### src/rtl/exc_seq_pkg.sv
package exc_seq_pkg;
  localparam int unsigned XLEN        = 32;
  localparam int unsigned FRAME_WORDS = 8;
  localparam int unsigned FRAME_BITS  = FRAME_WORDS * XLEN;
  localparam int unsigned FRAME_BYTES = FRAME_WORDS * (XLEN / 8);
  localparam logic [XLEN-1:0] RET_THREAD_MAIN = 32'hFFFF_FFF9;
  localparam logic [XLEN-1:0] VEC_BIAS        = 32'd64;

  typedef enum logic [1:0] {
    ST_IDLE  = 2'd0,
    ST_DRAIN = 2'd1,
    ST_PUSH  = 2'd2,
    ST_POP   = 2'd3
  } seq_state_t;

  typedef enum logic {
    DIR_PUSH = 1'b0,
    DIR_POP  = 1'b1
  } stk_dir_t;
endpackage

### src/rtl/exc_rst_sync.sv
module exc_rst_sync (
  input  logic clk,
  input  logic rst_n,
  output logic srst_n
);
  logic meta_q;

  // assert at once, release two edges after rst_n rises
  always_ff @(posedge clk or negedge rst_n) begin
    if (!rst_n) begin
      meta_q <= 1'b0;
      srst_n <= 1'b0;
    end else begin
      meta_q <= 1'b1;
      srst_n <= meta_q;
    end
  end
endmodule

### src/rtl/exc_stack_engine.sv
module exc_stack_engine
  import exc_seq_pkg::*;
#(
  parameter int unsigned WORDS = FRAME_WORDS
) (
  input  logic                   clk,
  input  logic                   rst_n,
  input  logic                   start,
  input  stk_dir_t               dir,
  input  logic [XLEN-1:0]        base,
  input  logic [WORDS*XLEN-1:0]  wr_words,
  output logic                   dm_valid,
  output logic                   dm_write,
  output logic [XLEN-1:0]        dm_addr,
  output logic [XLEN-1:0]        dm_wdata,
  input  logic                   dm_ready,
  input  logic [XLEN-1:0]        dm_rdata,
  output logic [WORDS*XLEN-1:0]  rd_words,
  output logic                   done
);
  localparam int unsigned CW   = (WORDS > 1) ? $clog2(WORDS) : 1;
  localparam int unsigned LAST = WORDS - 1;
  localparam logic [XLEN-1:0] WBYTES = XLEN'(XLEN / 8);

  logic                  active_q, active_n;
  logic                  done_q, done_n;
  stk_dir_t              dir_q, dir_n;
  logic [XLEN-1:0]       base_q, base_n;
  logic [CW-1:0]         beat_q, beat_n;
  logic [WORDS*XLEN-1:0] rd_q, rd_n;
  logic [CW-1:0]         idx;
  logic [XLEN-1:0]       beat_off;
  logic                  fire;
  logic                  ctl_en;
  logic                  rd_en;

  // beat b of a push stores word LAST-b below the base; a pop reads word b above it
  always_comb begin
    idx      = (dir_q == DIR_PUSH) ? (CW'(LAST) - beat_q) : beat_q;
    beat_off = XLEN'(beat_q) * WBYTES;
    dm_addr  = (dir_q == DIR_PUSH) ? (base_q - beat_off - WBYTES) : (base_q + beat_off);
    dm_wdata = wr_words[int'(idx)*XLEN +: XLEN];
    dm_valid = active_q;
    dm_write = (dir_q == DIR_PUSH);
    fire     = active_q & dm_ready;
  end

  always_comb begin
    active_n = active_q;
    done_n   = done_q;
    dir_n    = dir_q;
    base_n   = base_q;
    beat_n   = beat_q;
    rd_n     = rd_q;
    if (start) begin
      active_n = 1'b1;
      done_n   = 1'b0;
      dir_n    = dir;
      base_n   = base;
      beat_n   = '0;
    end else if (fire) begin
      if (dir_q == DIR_POP) begin
        rd_n[int'(idx)*XLEN +: XLEN] = dm_rdata;
      end
      if (beat_q == CW'(LAST)) begin
        active_n = 1'b0;
        done_n   = 1'b1;
      end else begin
        beat_n = beat_q + 1'b1;
      end
    end
  end

  assign ctl_en = start | fire;
  assign rd_en  = fire & (dir_q == DIR_POP);

  always_ff @(posedge clk or negedge rst_n) begin
    if (!rst_n) begin
      active_q <= 1'b0;
      done_q   <= 1'b0;
      dir_q    <= DIR_PUSH;
      base_q   <= '0;
      beat_q   <= '0;
    end else if (ctl_en) begin
      active_q <= active_n;
      done_q   <= done_n;
      dir_q    <= dir_n;
      base_q   <= base_n;
      beat_q   <= beat_n;
    end
  end

  always_ff @(posedge clk or negedge rst_n) begin
    if (!rst_n) begin
      rd_q <= '0;
    end else if (rd_en) begin
      rd_q <= rd_n;
    end
  end

  assign rd_words = rd_q;
  assign done     = done_q;
endmodule

### src/rtl/exc_vec_fetch.sv
module exc_vec_fetch
  import exc_seq_pkg::*;
#(
  parameter int unsigned     NUM_W   = 9,
  parameter logic [XLEN-1:0] VT_BASE = '0
) (
  input  logic             clk,
  input  logic             rst_n,
  input  logic             start,
  input  logic [NUM_W-1:0] num,
  output logic             im_valid,
  output logic [XLEN-1:0]  im_addr,
  input  logic             im_ready,
  input  logic [XLEN-1:0]  im_rdata,
  output logic [XLEN-1:0]  handler,
  output logic             done
);
  localparam int unsigned EXT_W = XLEN - NUM_W;

  logic             active_q, active_n;
  logic             done_q, done_n;
  logic [NUM_W-1:0] num_q;
  logic [XLEN-1:0]  hnd_q;
  logic [XLEN-1:0]  num_ext;
  logic             fire;
  logic             ctl_en;

  // two's-complement number, scaled to words, offset past the sixteen system slots
  always_comb begin
    num_ext  = {{EXT_W{num_q[NUM_W-1]}}, num_q};
    im_addr  = VT_BASE + VEC_BIAS + (num_ext << 2);
    im_valid = active_q;
    fire     = active_q & im_ready;
  end

  always_comb begin
    active_n = active_q;
    done_n   = done_q;
    if (start) begin
      active_n = 1'b1;
      done_n   = 1'b0;
    end else if (fire) begin
      active_n = 1'b0;
      done_n   = 1'b1;
    end
  end

  assign ctl_en = start | fire;

  always_ff @(posedge clk or negedge rst_n) begin
    if (!rst_n) begin
      active_q <= 1'b0;
      done_q   <= 1'b0;
    end else if (ctl_en) begin
      active_q <= active_n;
      done_q   <= done_n;
    end
  end

  always_ff @(posedge clk or negedge rst_n) begin
    if (!rst_n) begin
      num_q <= '0;
    end else if (start) begin
      num_q <= num;
    end
  end

  always_ff @(posedge clk or negedge rst_n) begin
    if (!rst_n) begin
      hnd_q <= '0;
    end else if (fire) begin
      hnd_q <= im_rdata;
    end
  end

  assign handler = hnd_q;
  assign done    = done_q;
endmodule

### src/rtl/exc_seq.sv
module exc_seq
  import exc_seq_pkg::*;
#(
  parameter int unsigned NUM_W   = 9,
  parameter logic [31:0] VT_BASE = 32'h0000_0000
) (
  input  logic                  clk,
  input  logic                  rst_n,
  input  logic                  entry_req,
  input  logic [NUM_W-1:0]      entry_num,
  output logic                  entry_rdy,
  input  logic                  insn_done,
  input  logic [FRAME_BITS-1:0] ctx_in,
  input  logic [XLEN-1:0]       sp_in,
  input  logic                  ret_req,
  input  logic [XLEN-1:0]       ret_code,
  output logic                  dm_valid,
  output logic                  dm_write,
  output logic [XLEN-1:0]       dm_addr,
  output logic [XLEN-1:0]       dm_wdata,
  input  logic                  dm_ready,
  input  logic [XLEN-1:0]       dm_rdata,
  output logic                  im_valid,
  output logic [XLEN-1:0]       im_addr,
  input  logic                  im_ready,
  input  logic [XLEN-1:0]       im_rdata,
  output logic [XLEN-1:0]       sp_out,
  output logic [XLEN-1:0]       pc_out,
  output logic [XLEN-1:0]       lr_out,
  output logic [FRAME_BITS-1:0] ctx_out,
  output logic                  entry_done,
  output logic                  ret_done,
  output logic                  ret_err,
  output logic                  handler_mode
);
  localparam logic [XLEN-1:0] FRAME_SZ = XLEN'(FRAME_BYTES);

  logic srst_n;

  seq_state_t            state_q, state_n;
  logic [NUM_W-1:0]      num_q, num_n;
  logic [FRAME_BITS-1:0] ctx_q, ctx_n;
  logic [XLEN-1:0]       base_q, base_n;
  logic [XLEN-1:0]       sp_q, sp_n, pc_q, pc_n, lr_q, lr_n;
  logic [FRAME_BITS-1:0] rest_q, rest_n;
  logic                  mode_q, mode_n;
  logic                  edone_q, edone_n, rdone_q, rdone_n, rerr_q, rerr_n;
  logic                  push_start, pop_start;
  logic                  take_en, out_en;
  logic                  eng_done, vec_done;
  logic [XLEN-1:0]       eng_base;
  logic [FRAME_BITS-1:0] eng_rd;
  logic [XLEN-1:0]       vec_hnd;
  stk_dir_t              eng_dir;

  exc_rst_sync u_rst (
    .clk    (clk),
    .rst_n  (rst_n),
    .srst_n (srst_n)
  );

  always_comb begin
    state_n    = state_q;
    num_n      = num_q;
    ctx_n      = ctx_q;
    base_n     = base_q;
    sp_n       = sp_q;
    pc_n       = pc_q;
    lr_n       = lr_q;
    rest_n     = rest_q;
    mode_n     = mode_q;
    edone_n    = 1'b0;
    rdone_n    = 1'b0;
    rerr_n     = 1'b0;
    push_start = 1'b0;
    pop_start  = 1'b0;
    unique case (state_q)
      ST_IDLE: begin
        if (entry_req) begin
          num_n   = entry_num;
          ctx_n   = ctx_in;
          base_n  = sp_in;
          state_n = ST_DRAIN;
        end else if (ret_req) begin
          if (ret_code == RET_THREAD_MAIN) begin
            pop_start = 1'b1;
            base_n    = sp_in;
            state_n   = ST_POP;
          end else begin
            rerr_n = 1'b1;
          end
        end
      end
      ST_DRAIN: begin
        if (insn_done) begin
          push_start = 1'b1;
          state_n    = ST_PUSH;
        end
      end
      ST_PUSH: begin
        if (eng_done && vec_done) begin
          sp_n    = base_q - FRAME_SZ;
          pc_n    = vec_hnd;
          lr_n    = RET_THREAD_MAIN;
          mode_n  = 1'b1;
          edone_n = 1'b1;
          state_n = ST_IDLE;
        end
      end
      ST_POP: begin
        if (eng_done) begin
          sp_n    = base_q + FRAME_SZ;
          rest_n  = eng_rd;
          mode_n  = 1'b0;
          rdone_n = 1'b1;
          state_n = ST_IDLE;
        end
      end
      default: state_n = ST_IDLE;
    endcase
  end

  assign take_en  = (state_q == ST_IDLE) & (entry_req | pop_start);
  assign out_en   = edone_n | rdone_n;
  assign eng_dir  = pop_start ? DIR_POP : DIR_PUSH;
  assign eng_base = pop_start ? sp_in : base_q;

  always_ff @(posedge clk or negedge srst_n) begin
    if (!srst_n) begin
      state_q <= ST_IDLE;
      edone_q <= 1'b0;
      rdone_q <= 1'b0;
      rerr_q  <= 1'b0;
    end else begin
      state_q <= state_n;
      edone_q <= edone_n;
      rdone_q <= rdone_n;
      rerr_q  <= rerr_n;
    end
  end

  always_ff @(posedge clk or negedge srst_n) begin
    if (!srst_n) begin
      num_q  <= '0;
      ctx_q  <= '0;
      base_q <= '0;
    end else if (take_en) begin
      num_q  <= num_n;
      ctx_q  <= ctx_n;
      base_q <= base_n;
    end
  end

  always_ff @(posedge clk or negedge srst_n) begin
    if (!srst_n) begin
      sp_q   <= '0;
      pc_q   <= '0;
      lr_q   <= '0;
      rest_q <= '0;
      mode_q <= 1'b0;
    end else if (out_en) begin
      sp_q   <= sp_n;
      pc_q   <= pc_n;
      lr_q   <= lr_n;
      rest_q <= rest_n;
      mode_q <= mode_n;
    end
  end

  exc_stack_engine #(
    .WORDS (FRAME_WORDS)
  ) u_stk (
    .clk      (clk),
    .rst_n    (srst_n),
    .start    (push_start | pop_start),
    .dir      (eng_dir),
    .base     (eng_base),
    .wr_words (ctx_q),
    .dm_valid (dm_valid),
    .dm_write (dm_write),
    .dm_addr  (dm_addr),
    .dm_wdata (dm_wdata),
    .dm_ready (dm_ready),
    .dm_rdata (dm_rdata),
    .rd_words (eng_rd),
    .done     (eng_done)
  );

  exc_vec_fetch #(
    .NUM_W   (NUM_W),
    .VT_BASE (VT_BASE)
  ) u_vec (
    .clk      (clk),
    .rst_n    (srst_n),
    .start    (push_start),
    .num      (num_q),
    .im_valid (im_valid),
    .im_addr  (im_addr),
    .im_ready (im_ready),
    .im_rdata (im_rdata),
    .handler  (vec_hnd),
    .done     (vec_done)
  );

  assign entry_rdy    = (state_q == ST_IDLE);
  assign sp_out       = sp_q;
  assign pc_out       = pc_q;
  assign lr_out       = lr_q;
  assign ctx_out      = rest_q;
  assign entry_done   = edone_q;
  assign ret_done     = rdone_q;
  assign ret_err      = rerr_q;
  assign handler_mode = mode_q;
endmodule

### config.mk
export PLATFORM = sky130hd
export DESIGN_NAME = exc_seq
export DESIGN_NICKNAME = d
export VERILOG_FILES = /design/src/rtl/exc_seq_pkg.sv /design/src/rtl/exc_rst_sync.sv /design/src/rtl/exc_stack_engine.sv /design/src/rtl/exc_vec_fetch.sv /design/src/rtl/exc_seq.sv
export SDC_FILE = /design/constraint.sdc
export NUM_CORES = 2
export LEC_CHECK = 0
export BUFFER_PORTS_ARGS = -buffer_cell sky130_fd_sc_hd__buf_2
export CORE_AREA = 5 5 376 378
export CTS_CLUSTER_SIZE = 20
export DETAILED_ROUTE_END_ITERATION = 6
export DIE_AREA = 0 0 381 383
export GPL_TIMING_DRIVEN = 0
export SYNTH_ARGS = -nofsm -noshare
export SYNTH_HDL_FRONTEND = slang
export SYNTH_SLANG_ARGS = --single-unit
### constraint.sdc
create_clock -name clk -period 52.2 [get_ports clk]
set_clock_uncertainty 0.15 [all_clocks]
set_input_delay 7.83 -clock clk [delete_from_list [all_inputs] [get_ports clk]]
set_output_delay 7.83 -clock clk [all_outputs]
set_load 0.05 [all_outputs]
==> summary.md <==
| Metric | Value |
|---|---|
| Starting Density | 0.299 |
| Worst VDD drop | 0.0623 mV |
| Synth top area share | 0.588 |
| Max layer used | met5 |
| Port Buf Inserts | 851 |
| Final setup fails | 0 |
| Critical Path Sink Type | output pin |
| CTS tree | built |
| Top_reg_cell synth | dfrtp_1 |
| Die W | 381 um |
| Required @ worst endpoint | 44.22 ns |
| Max Slew Vio Count | 0 |
| Worst hold-check path type | flop to flop |
| Clk sink count | 963 |
| Period utilisation layout | 0.241 |
| Leak | 0.0252 uW |
| Placer Congestion | 0.877 |
| Skew-Pair Late Insertion Delay | 0.72 ns |
| Synth area leaders | dfrtp_1, mux2_2, nand2_1, mux4_2, o21ai_0 |
| CTS max path bufs | 3 |
| Wire length on met3 | 9790 um |
| DRC Markers | 0 |
| Post-Syn Area per Cell | 13.4 sq um |
| Slew margin rel. | 0.165 |
| Layout cell share with drive strength beyond 1 | 0.482 |
| Number of antenna-violating nets in the routed design | 0 |
| Post-cts repair resize count | 0 |
| Post-DP HPWL | 115000 um |
| Max Freq | 79.5 MHz |
| Final Hold Vio Count | 0 |
| Synth warnings | 0 |
| CP Class | flop to output pin |
| Post-CTS Setup Bufs | 0 |
| Critical-path top delay cell | buf_1 |
| Post-layout util | 0.376 |
| Tmin final | 12.57 ns |
| Max stage delay on crit path | 0.94 ns |
| Max-cap check violation count | 0 |
| Pwr/cell area | 74.8 mW/mm^2 |
| Hold-fix buffer count after cts | 0 |
| Synth Register Bits | 963 |
| Ys async rst share | 1.00 |
| Mapped Area | 0.0410 sq mm |
| Area Overhead vs Synth | 25.8% |
| Vias in the first global route | 29.9k |
| Worst-path clk slew | 0.07 ns |
| Final Net Count | 4479 |
| Drt via density | 4.83 |
| Post-synth EDFFs | 0 |
| Pin slew with the least headroom to its limit | 1.25 ns |
| Setup TNS | 0 ns |
| All-Layer GR Usage | 0.198 |
| Pin count of the biggest net entering global routing | 72 |
| Status | complete, no violations |
| Total Wirelength | 148000 um |
| Root Buffer | clkbuf_16 |
| Routed length per instance | 24.9 um |
| Core ar. | 0.137 sq mm |
| First-pass GRT wire length | 213000 um |
| WL met1 | 59600 um |
| Die ar. | 0.146 sq mm |
| Max FO, Critical Path | 10 |
| Ports | 856 |
| WP data arrival | 4.59 ns |
| RSZ-0062 raised after global routing | false |
| Initial antenna violation count | 55 |
| Post-Synthesis Cells | 3061 |
| Netlist cell types | 74 |
| Starting DRT DRC Count | 1900 |
| Overflow after GRT | 0 |
| CP cell instances | buf_4, xnor2_1, clkbuf_1, buf_1, mux4_2, mux2_2, buf_2 |
| Rows | 136 |
| Die Ht | 383 um |
| Pre-antenna DRT Iters | 5 |
| Synth area leader | dfrtp_1 |
| Routed vias | 28.7k |
| CP startpoint kind | flop |
| Met2 wire length | 73600 um |
| CTS buffer count | 104 |
| Register area share after synthesis | 0.588 |
| H-tree Lvls | 3 |
[synthesized netlist by cell type (17+ instances only)]
master / count
dfrtp_1: 963
o21ai_0: 163
mux4_2: 64
nand4_1: 17
mux2_2: 746
xor2_1: 22
a21oi_1: 33
buf_2: 56
nand2_1: 432
inv_1: 26
nor3_1: 21
xnor2_1: 31
a22oi_1: 35
nor2_1: 55
clkbuf_1: 95
buf_4: 61
nand3_1: 19
ha_1: 40
[cell families after synthesis]
kind of cell	count (synthesis)	share of synthesized area
simple gates	599	0.0631
other cells	2	0.000183
mux	829	0.245
buf+inv	253	0.0312
fa+ha+maj	42	0.0132
compound gates	319	0.0473
xor+xnor	54	0.0117
flops	963	0.588
[worst max-delay path, delay by kind of cell (launching register included)]
family,cells,cell delay [ns]
XOR/XNOR,1,0.64
buffers and inverters,4,2.11
flip-flops,1,0.36
multiplexers,2,0.77
[power breakdown]
part / internal [uW] / total [uW] / switching (uW) / leakage, uW
Clock: 438 / 754 / 316 / 0.00171
Combinational: 632 / 1880 / 1240 / 0.0111
Sequential: 1040 / 1230 / 189 / 0.0125
[final timing paths]
check	from	to	slack [ns]	cells after the start
setup / recovery	u_stk.dir_q$_DFFE_PN0P_	dm_wdata[18]	39.63	7
hold / removal	u_rst.meta_q$_DFF_PN0_	u_rst.srst_n$_DFF_PN0_	0.21	0
setup reg to reg	u_stk.dir_q$_DFFE_PN0P_	u_stk.rd_words[13]$_DFFE_PN0P_	48.04	9
hold reg to reg	u_rst.meta_q$_DFF_PN0_	u_rst.srst_n$_DFF_PN0_	0.21	0
max in group asynchronous	rst_n	u_rst.srst_n$_DFF_PN0_	45.06	1
min in group asynchronous	u_rst.srst_n$_DFF_PN0_	u_vec.handler[6]$_DFFE_PN0P_	0.32	0
[registers in the layout (all words and copies together), names as in the netlist, 32 cells and up]
name,cells
ctx_q,256
ctx_out,256
u_stk.rd_words,256
pc_out,32
u_vec.handler,32
u_stk.base_q,32
base_q,32
sp_out,32
[metrics by stage]
step | setup WS, ns | hold WS, ns | area [sq um] | power, uW | std cells
2_1_floorplan | 23.22 | 0.181 | 41000 | 2540 | 3064
3_3_place_gp | 11.46 | 0.188 | 47500 | 3110 | 5709
3_5_place_dp | 40.14 | 0.190 | 47900 | 3130 | 5725
4_1_cts | 39.31 | 0.213 | 51500 | 3900 | 5913
5_1_grt | 39.34 | 0.217 | 51500 | 4050 | 5926
6_report | 39.63 | 0.207 | 51500 | 3860 | 5941
[layout by cell type (no fill, tap or decap), types with 31 or more instances in the layout]
master and n:
mux4_2 64, ha_1 40, clkbuf_1 120, clkbuf_8 31
o21ai_0 163, a21oi_1 33, nor2_1 55, dfrtp_1 961
buf_2 907, nand2_1 432, buf_4 61, a22oi_1 35
clkbuf_16 104, xnor2_1 31, mux2_2 746
[per-layer routing]
layer / GRT usage / vias up
met5: 0 / -
met3: 0.0537 / 227
met2: 0.341 / 896
met4: 0.0662 / 40
met1: 0.242 / 14800
li1: - / 12700
[layout make-up]
type                    count  area (sq um)
clock buffers             164          3140
inverters                  27           101
well taps                1794          2240
clock inverters            24           379
repair buffers            867          4690
multi-input cells        1848         15600
fillers                 13500         85600
plain buffers             226          1180
flip-flops and latches    963         24100
diodes                     28          70.1
Power figures use the tool's default switching activity.
